<file path="src/rtl/crm_pkg.sv">
package crm_pkg;
  // CR0 bit positions
  localparam int C0_PE  = 0;
  localparam int C0_MP  = 1;
  localparam int C0_ET  = 4;
  localparam int C0_WP  = 16;
  localparam int C0_PG  = 31;
  // CR4 bit positions
  localparam int C4_PSE = 4;
  localparam int C4_PAE = 5;
  localparam int C4_PGE = 7;
  localparam int C4_FXS = 9;
  // gated address bit
  localparam int GATE_BIT = 20;

  typedef enum logic [1:0] {
    SEL_CR0 = 2'd0,
    SEL_CR4 = 2'd1,
    SEL_EXT = 2'd2,
    SEL_NONE = 2'd3
  } reg_sel_e;

  typedef struct packed {
    logic fxsr;
    logic code64;
    logic longm;
    logic [2:0] fpu;
    logic segadd;
    logic prot;
  } hflag_t;
endpackage

</file>
<file path="src/rtl/crm_cr0_unit.sv">
module crm_cr0_unit
  import crm_pkg::*;
#(
  parameter int DATA_W = 32,
  parameter logic [DATA_W-1:0] RST_VAL = 32'h6000_0010
) (
  input  logic              clk,
  input  logic              rst_n,
  input  logic              wr0,
  input  logic              wr_ext,
  input  logic [DATA_W-1:0] data,
  input  logic              pae_on,
  input  logic              cs_load,
  input  logic              cs_long,
  output logic [DATA_W-1:0] cr0,
  output logic              lme,
  output logic              lma,
  output logic              code64,
  output logic              segadd,
  output logic              flush_hit,
  output logic              leave_hit
);
  localparam logic [DATA_W-1:0] PAGE_MASK =
    (DATA_W'(1) << C0_PG) | (DATA_W'(1) << C0_WP) | (DATA_W'(1) << C0_PE);
  localparam logic [DATA_W-1:0] ET_MASK = DATA_W'(1) << C0_ET;

  logic enter, refuse, accept;

  always_comb begin
    enter     = wr0 && !cr0[C0_PG] && data[C0_PG] && lme;
    refuse    = enter && !pae_on;
    accept    = wr0 && !refuse;
    leave_hit = wr0 && cr0[C0_PG] && !data[C0_PG] && lma;
    flush_hit = accept && (((data ^ cr0) & PAGE_MASK) != '0);
  end

  always_ff @(posedge clk) begin
    if (!rst_n) begin
      cr0    <= RST_VAL;
      segadd <= ~RST_VAL[C0_PE];
      lme    <= 1'b0;
      lma    <= 1'b0;
      code64 <= 1'b0;
    end else begin
      if (accept) begin
        cr0    <= data | ET_MASK;
        segadd <= ~data[C0_PE];
      end
      if (wr_ext) lme <= data[0];
      if (enter && !refuse) lma <= 1'b1;
      else if (leave_hit)   lma <= 1'b0;
      if (leave_hit)        code64 <= 1'b0;
      else if (cs_load)     code64 <= cs_long && lma;
    end
  end
endmodule

</file>
<file path="src/rtl/crm_cr4_unit.sv">
module crm_cr4_unit
  import crm_pkg::*;
#(
  parameter int DATA_W = 32
) (
  input  logic              clk,
  input  logic              rst_n,
  input  logic              wr4,
  input  logic [DATA_W-1:0] data,
  input  logic              sse_ok,
  output logic [DATA_W-1:0] cr4,
  output logic              flush_hit
);
  localparam logic [DATA_W-1:0] PAGE_MASK =
    (DATA_W'(1) << C4_PGE) | (DATA_W'(1) << C4_PAE) | (DATA_W'(1) << C4_PSE);
  localparam logic [DATA_W-1:0] FXS_MASK = DATA_W'(1) << C4_FXS;

  logic [DATA_W-1:0] filt;

  always_comb begin
    filt      = sse_ok ? data : (data & ~FXS_MASK);
    flush_hit = wr4 && (((filt ^ cr4) & PAGE_MASK) != '0);
  end

  always_ff @(posedge clk) begin
    if (!rst_n)   cr4 <= '0;
    else if (wr4) cr4 <= filt;
  end
endmodule

</file>
<file path="src/rtl/crm_gate_unit.sv">
module crm_gate_unit
  import crm_pkg::*;
#(
  parameter int DATA_W = 32
) (
  input  logic              clk,
  input  logic              rst_n,
  input  logic              gate,
  output logic [DATA_W-1:0] mask,
  output logic              flush_hit
);
  logic gate_q;

  always_comb begin
    flush_hit = gate != gate_q;
    mask      = '1;
    mask[GATE_BIT] = gate_q;
  end

  always_ff @(posedge clk) begin
    if (!rst_n) gate_q <= 1'b1;
    else        gate_q <= gate;
  end
endmodule

</file>
<file path="src/rtl/cr_mode_unit.sv">
module cr_mode_unit
  import crm_pkg::*;
#(
  parameter int DATA_W = 32,
  parameter logic [DATA_W-1:0] CR0_RST = 32'h6000_0010
) (
  input  logic              clk,
  input  logic              rst_n,
  input  logic              wr_valid,
  output logic              wr_ready,
  input  logic [1:0]        wr_sel,
  input  logic [DATA_W-1:0] wr_data,
  input  logic              sse_ok,
  input  logic              a20_gate,
  input  logic              cs_load,
  input  logic              cs_long,
  output logic [DATA_W-1:0] cr0_q,
  output logic [DATA_W-1:0] cr4_q,
  output logic              lme_q,
  output logic              lma_q,
  output logic [7:0]        hflags,
  output logic [DATA_W-1:0] a20_mask,
  output logic              flush_req,
  output logic              ip_trunc
);
  logic wr0, wr4, wr_ext;
  logic f0, f4, fg, leave;
  logic code64, segadd;
  hflag_t hf;

  assign wr_ready = 1'b1;

  always_comb begin
    wr0    = wr_valid && (reg_sel_e'(wr_sel) == SEL_CR0);
    wr4    = wr_valid && (reg_sel_e'(wr_sel) == SEL_CR4);
    wr_ext = wr_valid && (reg_sel_e'(wr_sel) == SEL_EXT);
  end

  crm_cr0_unit #(.DATA_W(DATA_W), .RST_VAL(CR0_RST)) u_cr0 (
    .clk(clk), .rst_n(rst_n), .wr0(wr0), .wr_ext(wr_ext), .data(wr_data),
    .pae_on(cr4_q[C4_PAE]), .cs_load(cs_load), .cs_long(cs_long),
    .cr0(cr0_q), .lme(lme_q), .lma(lma_q), .code64(code64), .segadd(segadd),
    .flush_hit(f0), .leave_hit(leave)
  );

  crm_cr4_unit #(.DATA_W(DATA_W)) u_cr4 (
    .clk(clk), .rst_n(rst_n), .wr4(wr4), .data(wr_data), .sse_ok(sse_ok),
    .cr4(cr4_q), .flush_hit(f4)
  );

  crm_gate_unit #(.DATA_W(DATA_W)) u_gate (
    .clk(clk), .rst_n(rst_n), .gate(a20_gate), .mask(a20_mask), .flush_hit(fg)
  );

  always_comb begin
    hf.fxsr   = cr4_q[C4_FXS];
    hf.code64 = code64;
    hf.longm  = lma_q;
    hf.fpu    = cr0_q[C0_MP +: 3];
    hf.segadd = segadd;
    hf.prot   = cr0_q[C0_PE];
    hflags    = hf;
  end

  always_ff @(posedge clk) begin
    if (!rst_n) begin
      flush_req <= 1'b0;
      ip_trunc  <= 1'b0;
    end else begin
      flush_req <= f0 | f4 | fg;
      ip_trunc  <= leave;
    end
  end
endmodule

</file>
<file path="config.mk">
export PLATFORM = sky130hd
export DESIGN_NAME = cr_mode_unit
export DESIGN_NICKNAME = d
export VERILOG_FILES = /design/src/rtl/crm_pkg.sv /design/src/rtl/crm_cr0_unit.sv /design/src/rtl/crm_cr4_unit.sv /design/src/rtl/crm_gate_unit.sv /design/src/rtl/cr_mode_unit.sv
export SDC_FILE = /design/constraint.sdc
export NUM_CORES = 1
export LEC_CHECK = 0
export CAP_MARGIN = 20
export CORE_MARGIN = 3
export CORE_UTILIZATION = 25
export CTS_CLUSTER_DIAMETER = 30
export DETAILED_ROUTE_END_ITERATION = 7
export DONT_BUFFER_PORTS = 1
export HOLD_SLACK_MARGIN = 0.15
export PLACE_DENSITY = 0.44
export SKIP_LAST_GASP = 1
export SYNTH_ARGS = -nofsm -noshare
export SYNTH_HDL_FRONTEND = slang
export SYNTH_HIERARCHICAL = 1
export SYNTH_SLANG_ARGS = --single-unit
</file>
<file path="constraint.sdc">
create_clock -name clk -period 2.06 [get_ports clk]
set_input_delay 0.309 -clock clk [delete_from_list [all_inputs] [get_ports clk]]
set_output_delay 0.309 -clock clk [all_outputs]
set_load 0.02 [all_outputs]
</file>
==> results by group, run 1 <==
Place
  – DP HPWL: 5040 microns
  – Routability cong.: 0.663
  – Port Buf Inserts: 0
  – Area after DPL: 3110 sq um

Drt
  – DR pass1 iterations: 4
  – # DRC: 0
  – DR vias: between 2k and 2.5k
  – Antenna viol nets, final: 0
  – Via/cell ratio: 3.98
  – Drt initial violations: 49
  – DRT Wirelength: 7670 microns
  – Drt wl/cell: roughly 15 microns

STA
  – Slew Limit Fails: 0
  – Final setup vio count: 0
  – Fin crit share: 0.704
  – Clock skew: 0.00380 ns
  – Final hold violation count: 0
  – Setup TNS: 0 ns
  – RSZ-0062 raised after global routing: false
  – Final min period: 1.45 ns
  – Fmax: 690 MHz
  – Worst slew margin relative to its limit: 0.646
  – Slew at the pin closest to its max-slew limit: 0.531 ns
  – Min Hold Slack: 0.165 ns

Global routing
  – Total grt overflow: 0
  – GRT Util Overall: 0.110
  – First-pass GRT wire length: 11800 microns
  – Vias in the first global route: 2078
  – Largest net degree at the start of global routing: 96
  – Initial antenna violation count: 0

Power and ir drop
  – Sw Share: 0.246
  – Pleak: 1.43 nW
  – Cell Int Power: 2.50 mW
  – Power Dens Cells: 876 nW/um^2
  – Sequential Power Share: 0.451
  – Combinational share of power: 0.090
  – Peak supply drop: 0.332 mV
  – Switch Pwr: 816 uW
  – Clock power frac: 0.459

Synth
  – Cell variety after synth: 26
  – Synth Warn #: 6
  – Seq/Total Area, Yosys: 0.438
  – Syn Area/Cell: between 9 and 10 sq um
  – Mapped cell area: ~3200 sq um
  – Yosys reg bits: 70
  – Synth Instances: 321

Layout
  – Layout cell share with drive strength beyond 1: 0.0745
  – Most common cell after layout, fill and taps aside: dfxtp_1
  – Nets: 387
  – Finished Cell Area: about 3800 sq um
  – Most frequent cells in the layout: dfxtp_1 (70), mux2i_1 (63), nand2_1 (60), nor2b_1 (38), dlygate4sd3_1 (35)
  – Layout area overhead: 18.4%
  – Ant diodes: 0

Outcome
  – Status: completed

Clock tree
  – TritonCTS sink count: 70
  – Clk_lat worst skew: 0.33 ns
  – CTS Buf Count: 9
  – Clk slew on worst S/H paths: 0.06 ns
  – CTS H-tree lvls: 3
  – CTS max path bufs: 2
  – TritonCTS clock tree: built
  – Post-CTS setup buffers: 0
  – Root buf cell: clkbuf_16
  – PostCTS Resize Cnt: 0

Critical path
  – FF-to-FF setup slack: 0.61 ns
  – CP endpoint kind: flop
  – Worst setup SP type: flop
  – Largest fanout on the critical path: 5
  – Cells on worst reg2reg path: 4
  – R2r startpoint: u_cr0/lme$_SDFFE_PN0P_
  – FF-to-FF End: flush_req$_SDFF_PN0_
  – WS Path Type: reg -> reg
  – Req. time, crit path: approximately 2.3 ns
  – Critical path arrival: 1.67 ns

Worst hold path
  – Hold path cells: 2
  – Worst hold endpoint: u_cr0/cr0[30]$_SDFFE_PN1P_
  – Hold Startpoint: wr_data[30]
  – Worst hold path class: in -> reg

Floorplan
  – Die Span X: 119 microns
  – Io pins: 150
  – Core Area: 12300 sq um
  – Die Y: 119 microns
  – Initial Utilization: 0.261
  – Rows: 40
  – Die Area: 14200 sq um

Job
  – Max-Cap Viols: 0
-- routing by layer --
metal,routed length [microns],global-route usage,vias up
met3,763,0.0503,11
met1,3250,0.129,946
met4,170,0.0587,0
met5,0,0,-
met2,3490,0.167,91
li1,-,-,1009
-- power by group through the flow --
| stage | combinational (mW) | sequential (mW) | clock (mW) |
|---|---|---|---|
| after global routing | 0.327 | 1.50 | 1.63 |
| after detailed placement | 0.206 | 1.53 | 0 |
| final | 0.298 | 1.49 | 1.52 |
| after global placement | 0.202 | 1.53 | 0 |
| after CTS | 0.300 | 1.50 | 1.59 |
| after floorplan | 0.269 | 1.51 | 0 |
-- per-stage QoR --
step           worst slack (ns)  power, mW  instances   util
6_report                  0.610       3.32        517  0.309
3_3_place_gp              0.464       1.73        467  0.254
3_5_place_dp              0.435       1.73        467  0.254
4_1_cts                   0.587       3.39        517  0.309
5_1_grt                   0.538       3.46        517  0.309
2_1_floorplan             0.551       1.78        351      -
-- cell usage after synthesis --
master | n | area [sq um]
a21boi_1 | 1 | 7.51
nand2_1 | 60 | 225
nand2b_1 | 3 | 18.8
buf_12 | 3 | 60.1
and3_1 | 1 | 6.26
nand3_1 | 1 | 5.00
buf_8 | 3 | 45.0
nor2_1 | 1 | 3.75
o31a_1 | 3 | 26.3
nor2b_1 | 38 | 238
nor3b_1 | 2 | 15.0
o21a_1 | 1 | 7.51
conb_1 | 3 | 11.3
o211a_1 | 1 | 10.0
and3b_1 | 2 | 17.5
xor2_1 | 7 | 61.3
and2_1 | 1 | 6.26
mux2_2 | 1 | 11.3
buf_2 | 1 | 5.00
mux2i_1 | 63 | 631
buf_6 | 2 | 22.5
buf_4 | 42 | 315
dfxtp_1 | 70 | 1400
clkbuf_1 | 9 | 33.8
a31oi_1 | 1 | 6.26
nand3b_1 | 1 | 7.51
-- sequential cells by signal, summed over array words and instances (netlist names) --
register / count
flush_req: 1
ip_trunc: 1
u_cr0/code64: 1
u_cr0/cr0: 31
u_cr0/lma: 1
u_cr0/lme: 1
u_cr0/segadd: 1
u_cr4/cr4: 32
u_gate/gate_q: 1
-- what timing repair did --
| item | 4_1_cts | 5_1_grt |
|---|---|---|
| hold buffers | 36 | 0 |
| endpoints found under the setup margin | 0 | 0 |
| hold endpoints to repair | 68 | 0 |
-- how the worst max path moves through the flow --
stage,start,to,slack [ns],cells after the start
global placement,wr_sel[0],u_cr0/cr0[18]$_SDFFE_PN0P_,0.46,5
floorplan,u_cr0/cr0[31]$_SDFFE_PN0P_,flush_req$_SDFF_PN0_,0.55,6
CTS,u_cr0/lme$_SDFFE_PN0P_,u_cr0/cr0[25]$_SDFFE_PN0P_,0.59,4
finish,u_cr0/lme$_SDFFE_PN0P_,flush_req$_SDFF_PN0_,0.61,4
detailed placement,wr_sel[0],u_cr0/cr0[25]$_SDFFE_PN0P_,0.44,5
global route,u_cr0/lme$_SDFFE_PN0P_,u_cr0/cr0[24]$_SDFFE_PN0P_,0.54,4
-- layout make-up --
| type | count | area [sq um] |
|---|---|---|
| Fill cell | 1297 | 8480 |
| Multi-Input combinational cell | 221 | 1430 |
| Sequential cell | 70 | 1400 |
| Timing Repair Buffer | 44 | 450 |
| Clock buffer | 14 | 294 |
| Tap cell | 168 | 210 |
-- critical path: stages (launching register included) --
cell	delay, ns
dfxtp_1	0.50
nand3b_1	0.15
o21a_2	0.25
o31a_1	0.14
o31a_1	0.28
-- logic make-up after synthesis --
kind of cell              Yosys count  synth area share
other                               3           0.00352
DFF                                70             0.438
muxes                              64             0.201
AOI/OAI and AO/OA                   7            0.0180
buffers and inverters              60             0.151
and+or+nand+nor                   110             0.170
xor gates and xnor gates            7            0.0192
Power figures use the tool's default switching activity.
==> run 2, diff against run 1 <==
clock period = 1.45 ns   (was 2.06 ns; I/O delays follow)
==> run 2 against run 1 <==
Compared with the run above: utilization grew 4.3 points; critical path depth rose by 1; clock-buffer cell count fell by 4; clock power grew 45%; worst setup slack got worse by 0.54 ns; combinational power increased by 72%; critical path type is now in -> reg; largest cell class unchanged.
==> results by group, run 2 (same netlist as run 1, synthesis figures left out) <==
Power and ir drop
  – Clock power frac: 0.457
  – Sw Share: 0.250
  – Combinational share of power: 0.106
  – Switch Pwr: 1.21 mW
  – Power Dens Cells: 1120 nW/um^2
  – Total Power: about 4.8 mW
  – Sequential Power Share: 0.437
  – Peak supply drop: 0.734 mV
  – Cell Int Power: 3.63 mW
  – Pleak: 1.67 nW

Drt
  – M1 WL: between 3000 and 4000 microns
  – Met3 routed WL: 994 microns
  – DR pass1 iterations: 4
  – Met2 WL: 3890 microns
  – DRT Wirelength: 8310 microns
  – Antenna viol nets, final: 0
  – Drt wl/cell: 14.5 microns
  – Max layer used: met4
  – DR vias: 2317
  – Via/cell ratio: between 4 and 5
  – # DRC: 0
  – Drt initial violations: 90

Floorplan
  – Die Span X: approximately 120 microns
  – Die Y: 119 microns
  – Initial Utilization: 0.261
  – Rows: 40
  – Core Area: 12300 sq um
  – Io pins: 150
  – Die Area: roughly 14000 sq um

STA
  – Fmax: 723 MHz
  – RSZ-0062 raised after global routing: false
  – Min Hold Slack: 0.175 ns
  – Fin crit share: 0.954
  – Slew Limit Fails: 0
  – Clock skew: 0.00368 ns
  – Final hold violation count: 0
  – Final min period: 1.38 ns
  – Final setup vio count: 0
  – Setup TNS: 0 ns

Critical path
  – Largest fanout on the critical path: 7
  – R2r startpoint: u_cr4/cr4[4]$_SDFFE_PN0P_
  – WS Path Type: in -> reg
  – Critical path buffers and inverters: 2
  – Worst setup SP type: primary input
  – Worst path top cell family by delay: buffers and inverters
  – CP endpoint kind: flop
  – Slowest cell on crit path: dlygate4sd3_1
  – Critical path arrival: around 1.6 ns
  – CP max stage delay: 0.55 ns
  – Req. time, crit path: 1.67 ns
  – Crit-path cells: and3b_4 -> buf_12 -> mux2i_2 -> nor2b_1 -> dlygate4sd3_1
  – FF-to-FF setup slack: 0.12 ns
  – FF-to-FF End: u_cr4/cr4[4]$_SDFFE_PN0P_
  – Cells on worst reg2reg path: 4

Place
  – Routability cong.: 0.667
  – DP HPWL: 5030 microns
  – Port Buf Inserts: 0
  – Area after DPL: 3200 sq um

Layout
  – Largest reg by FF count: u_cr4/cr4
  – Most common cell after layout, fill and taps aside: dlygate4sd3_1
  – Most frequent cells in the layout: dlygate4sd3_1 (75), dfxtp_1 (68), mux2i_1 (62), nand2_1 (60), nor2b_1 (38)
  – Finished Cell Area: about 4300 sq um
  – Fillcell total: between 1k and 1.5k
  – Largest registers: u_cr4/cr4 (32), u_cr0/cr0 (31)
  – Max reg flops: 32
  – Layout area overhead: 34.9%
  – Ant diodes: 0
  – Final core occ: 0.352
  – Layout cell share with drive strength beyond 1: 0.109
  – Nets: 440

Clock tree
  – Root buf cell: clkbuf_16
  – Clk_lat worst skew: 0.33 ns
  – CTS max path bufs: 2
  – TritonCTS sink count: 70
  – CTS H-tree lvls: 3
  – TritonCTS clock tree: built
  – Clk slew on worst S/H paths: 0.06 ns
  – CTS Buf Count: 9

Worst hold path
  – Worst hold endpoint: u_cr0/code64$_SDFFE_PP0P_
  – Hold path cells: 3
  – Worst hold path class: in -> reg
  – Hold Startpoint: cs_load

Global routing
  – Initial antenna violation count: 0
  – First-pass GRT wire length: 13400 microns
  – GRT Util Overall: 0.122
  – Vias in the first global route: about 2.4k
  – Total grt overflow: 0
  – Largest net degree at the start of global routing: 61

Outcome
  – Status: completed

Job
  – Max-Cap Viols: 0
-- run 2: final cells by class --
class,instances,area (sq um),share of cell area
Clock inverter,6,61.3,0.0142
Timing Repair Buffer,97,961,0.223
Tap cell,168,210,0.0487
Clock buffer,10,239,0.0554
Sequential cell,70,1410,0.326
Multi-Input combinational cell,221,1440,0.333
-- run 2: how the worst max path moves through the flow --
| stage | start | endpoint | slack (ns) | cells after the start |
|---|---|---|---|---|
| 2_1_floorplan | u_cr0/cr0[31]$_SDFFE_PN0P_ | flush_req$_SDFF_PN0_ | 0.0004 | 6 |
| 3_3_place_gp | wr_sel[0] | u_cr0/cr0[15]$_SDFFE_PN0P_ | 0.16 | 4 |
| 3_5_place_dp | wr_sel[0] | u_cr0/cr0[18]$_SDFFE_PN0P_ | 0.13 | 4 |
| 4_1_cts | wr_sel[1] | u_cr4/cr4[31]$_SDFFE_PN0P_ | 0.05 | 5 |
| 5_1_grt | wr_sel[1] | u_cr4/cr4[28]$_SDFFE_PN0P_ | 0.02 | 5 |
| 6_report | wr_sel[1] | u_cr4/cr4[28]$_SDFFE_PN0P_ | 0.07 | 5 |
-- run 2: tightest hold or removal path: cells and delay by family --
family | cells | cell delay (ns)
compound gates | 1 | 0.15
simple gates | 2 | 0.08
-- run 2: per-stage QoR --
| stage | cells | setup WS, ns |
|---|---|---|
| final | 572 | 0.0667 |
| after global routing | 572 | 0.0204 |
| after detailed placement | 476 | 0.135 |
| after CTS | 568 | 0.0490 |
| after global placement | 476 | 0.163 |
| after floorplan | 351 | 0.000397 |
-- run 2: what timing repair did --
| action | 4_1_cts | 5_1_grt |
|---|---|---|
| hold endpoints to repair | 70 | 0 |
| setup endpoints to repair | 0 | 8 |
| buffers inserted | 0 | 4 |
| hold buffers | 76 | 0 |
| gates resized for setup | 0 | 2 |
-- run 2: power by group through the flow --
| stage | clock network [mW] | logic [mW] | registers, mW |
|---|---|---|---|
| detailed placement | 0 | 0.312 | 2.16 |
| finish | 2.21 | 0.512 | 2.12 |
| floorplan | 0 | 0.383 | 2.14 |
| CTS | 2.30 | 0.503 | 2.12 |
| global placement | 0 | 0.308 | 2.16 |
| global route | 2.38 | 0.562 | 2.12 |
-- run 2: layer usage --
layer,GRT usage,vias to the layer above
met1,0.133,1087
met2,0.195,100
met3,0.0741,12
met5,0,-
li1,-,1118
met4,0.0406,0
==> run 3, diff against run 2 <==
BUFFER_PORTS_ARGS = -buffer_cell sky130_fd_sc_hd__buf_4   (was default)
DONT_BUFFER_PORTS = default   (was 1)
PLACE_DENSITY = 0.54   (was 0.44)
SLEW_MARGIN = 20   (was default)
==> run 3 against run 2 <==
Compared with the run above: power is 0.72% lower; clock skew rose by 0.0040 ns; final area grew 5.6%; non-clock buffer count grew 52; sequential share of layout area fell by 1.7 points; critical path type is now reg -> reg; critical endpoint is now flush_req$_SDFF_PN0_; largest cell class unchanged.
==> results by group, run 3 (same netlist as run 1, synthesis figures left out) <==
Clock tree
  – Clk slew on worst S/H paths: 0.06 ns
  – Clk_lat worst skew: between 0.3 and 0.4 ns
  – PostCTS Resize Cnt: 0
  – CTS max path bufs: 2
  – TritonCTS sink count: 70
  – TritonCTS clock tree: built
  – Hold bufs inserted after CTS: 22
  – CTS Buf Count: 9
  – Post-CTS setup buffers: 0
  – CTS H-tree lvls: 3
  – Root buf cell: clkbuf_16

STA
  – RSZ-0062 raised after global routing: false
  – Clock skew: 0.00771 ns
  – Post-route setup slack: 0.158 ns
  – Fmax: 774 MHz
  – Slew Limit Fails: 0
  – Fin crit share: 0.891
  – Final hold violation count: 0
  – Final setup vio count: 0
  – Final min period: about 1.3 ns

Drt
  – Via/cell ratio: slightly below 4
  – DRT Wirelength: 7690 microns
  – DR pass1 iterations: 4
  – DR vias: 2426
  – Drt initial violations: 69
  – Antenna viol nets, final: 0
  – # DRC: 0
  – Drt wl/cell: 12.3 microns

Layout
  – Most common cell after layout, fill and taps aside: buf_4
  – Final non-filler cell total: 624
  – Most frequent cells in the layout: buf_4 (123), dfxtp_1 (68), mux2i_1 (63), nand2_1 (60), nor2b_1 (38)
  – Max reg flops: 32
  – Layout area overhead: 42.5%
  – Largest registers: u_cr4/cr4 (32), u_cr0/cr0 (31)
  – Largest reg by FF count: u_cr4/cr4
  – Fillcell total: ~1.3k
  – Nets: 492
  – Finished Cell Area: 4560 sq um
  – Layout cell share with drive strength beyond 1: 0.325
  – Ant diodes: 0

Critical path
  – Worst setup SP type: flop
  – FF-to-FF End: flush_req$_SDFF_PN0_
  – FF-to-FF setup slack: 0.16 ns
  – Req. time, crit path: 1.67 ns
  – Largest fanout on the critical path: 6
  – Cells on worst reg2reg path: 4
  – Critical path arrival: 1.51 ns
  – WS Path Type: reg -> reg
  – R2r startpoint: u_cr0/cr0[31]$_SDFFE_PN0P_
  – CP endpoint kind: flop

Power and ir drop
  – Peak supply drop: 0.437 mV
  – Pleak: between 1.5 and 2 nW
  – Total Power: 4.80 mW
  – Power Dens Cells: roughly 1100 nW/um^2

Floorplan
  – Initial Utilization: 0.261
  – Die Span X: 119 microns
  – Core Area: ~12000 sq um
  – Io pins: 150
  – Die Y: 119 microns
  – Die Area: about 14000 sq um
  – Rows: 40

Worst hold path
  – Worst hold path class: in -> reg
  – Hold Startpoint: sse_ok
  – Hold path cells: 3
  – Worst hold endpoint: u_cr4/cr4[9]$_SDFFE_PN0P_

Outcome
  – Status: completed

Global routing
  – First-pass GRT wire length: 12200 microns
  – Total grt overflow: 0
  – Vias in the first global route: 2381
  – Initial antenna violation count: 0
  – GRT Util Overall: 0.108
  – Largest net degree at the start of global routing: 55

Place
  – Area after DPL: 4050 sq um
  – Port Buf Inserts: about 120
  – DP HPWL: about 5700 microns
  – Routability cong.: between 0.7 and 0.8
  – Pre-CTS WS: -0.0896 ns
  – Total placed cells including tap cells: a little under 600

Job
  – Max-Cap Viols: 0
==> run 3: cell types whose count changed in the layout (fill, tap and decap cells not counted), sizes merged <==
cell / previous run / this run
buf: 22 / 127
dlygate4sd3: 75 / 22
clkbuf: 10 / 12
bufinv: 1 / 0
clkinvlp: 1 / 0
==> run 3: how the worst max path moves through the flow <==
stage                     cells past startpoint  slack [ns]                         end                       start
after floorplan                               6      0.0004        flush_req$_SDFF_PN0_  u_cr0/cr0[31]$_SDFFE_PN0P_
after global placement                        5      -0.006  u_cr0/cr0[26]$_SDFFE_PN0P_                   wr_sel[0]
after detailed placement                      5       -0.09  u_cr0/cr0[18]$_SDFFE_PN0P_                   wr_sel[0]
after CTS                                     4        0.15        flush_req$_SDFF_PN0_  u_cr0/cr0[31]$_SDFFE_PN0P_
after global routing                          4        0.10        flush_req$_SDFF_PN0_  u_cr0/cr0[31]$_SDFFE_PN0P_
final                                         4        0.16        flush_req$_SDFF_PN0_  u_cr0/cr0[31]$_SDFFE_PN0P_
==> run 3: cell type report <==
type / count / area [sq um] / area share
clock inverters: 4 / 20.0 / 0.00439
multi-input cells: 221 / 1430 / 0.314
repair buffers: 149 / 1220 / 0.269
flip-flops and latches: 70 / 1410 / 0.309
well taps: 168 / 210 / 0.0461
clock buffers: 12 / 267 / 0.0585
==> run 3: report_power, final <==
part           internal, mW  switching [mW]
Combinational         0.319           0.369
Sequential             1.99          0.0387
Clock                  1.28           0.800
==> run 3: stage by stage <==
step / util / TNS, ns / hold slack [ns]
detailed placement: 0.330 / -1.72 / 0.426
global placement: 0.330 / -0.0533 / 0.423
global route: 0.372 / 0 / 0.167
CTS: 0.372 / 0 / 0.150
finish: 0.372 / 0 / 0.165
floorplan: - / 0 / 0.291
==> run 3: layer usage <==
metal / vias to the layer above / global-route usage / share of wire
met2: 96 / 0.170 / 0.47
li1: 1220 / - / -
met3: 2 / 0.0437 / 0.078
met1: 1108 / 0.134 / 0.45
met5: - / 0 / 0
met4: 0 / 0.0369 / 0.0035
==> run 3: worst max-delay path, stage by stage, from the launching register on <==
cell      delay, ns
dfxtp_4        0.34
nand3b_1       0.17
o21a_2         0.26
o31a_1         0.14
o31a_1         0.28
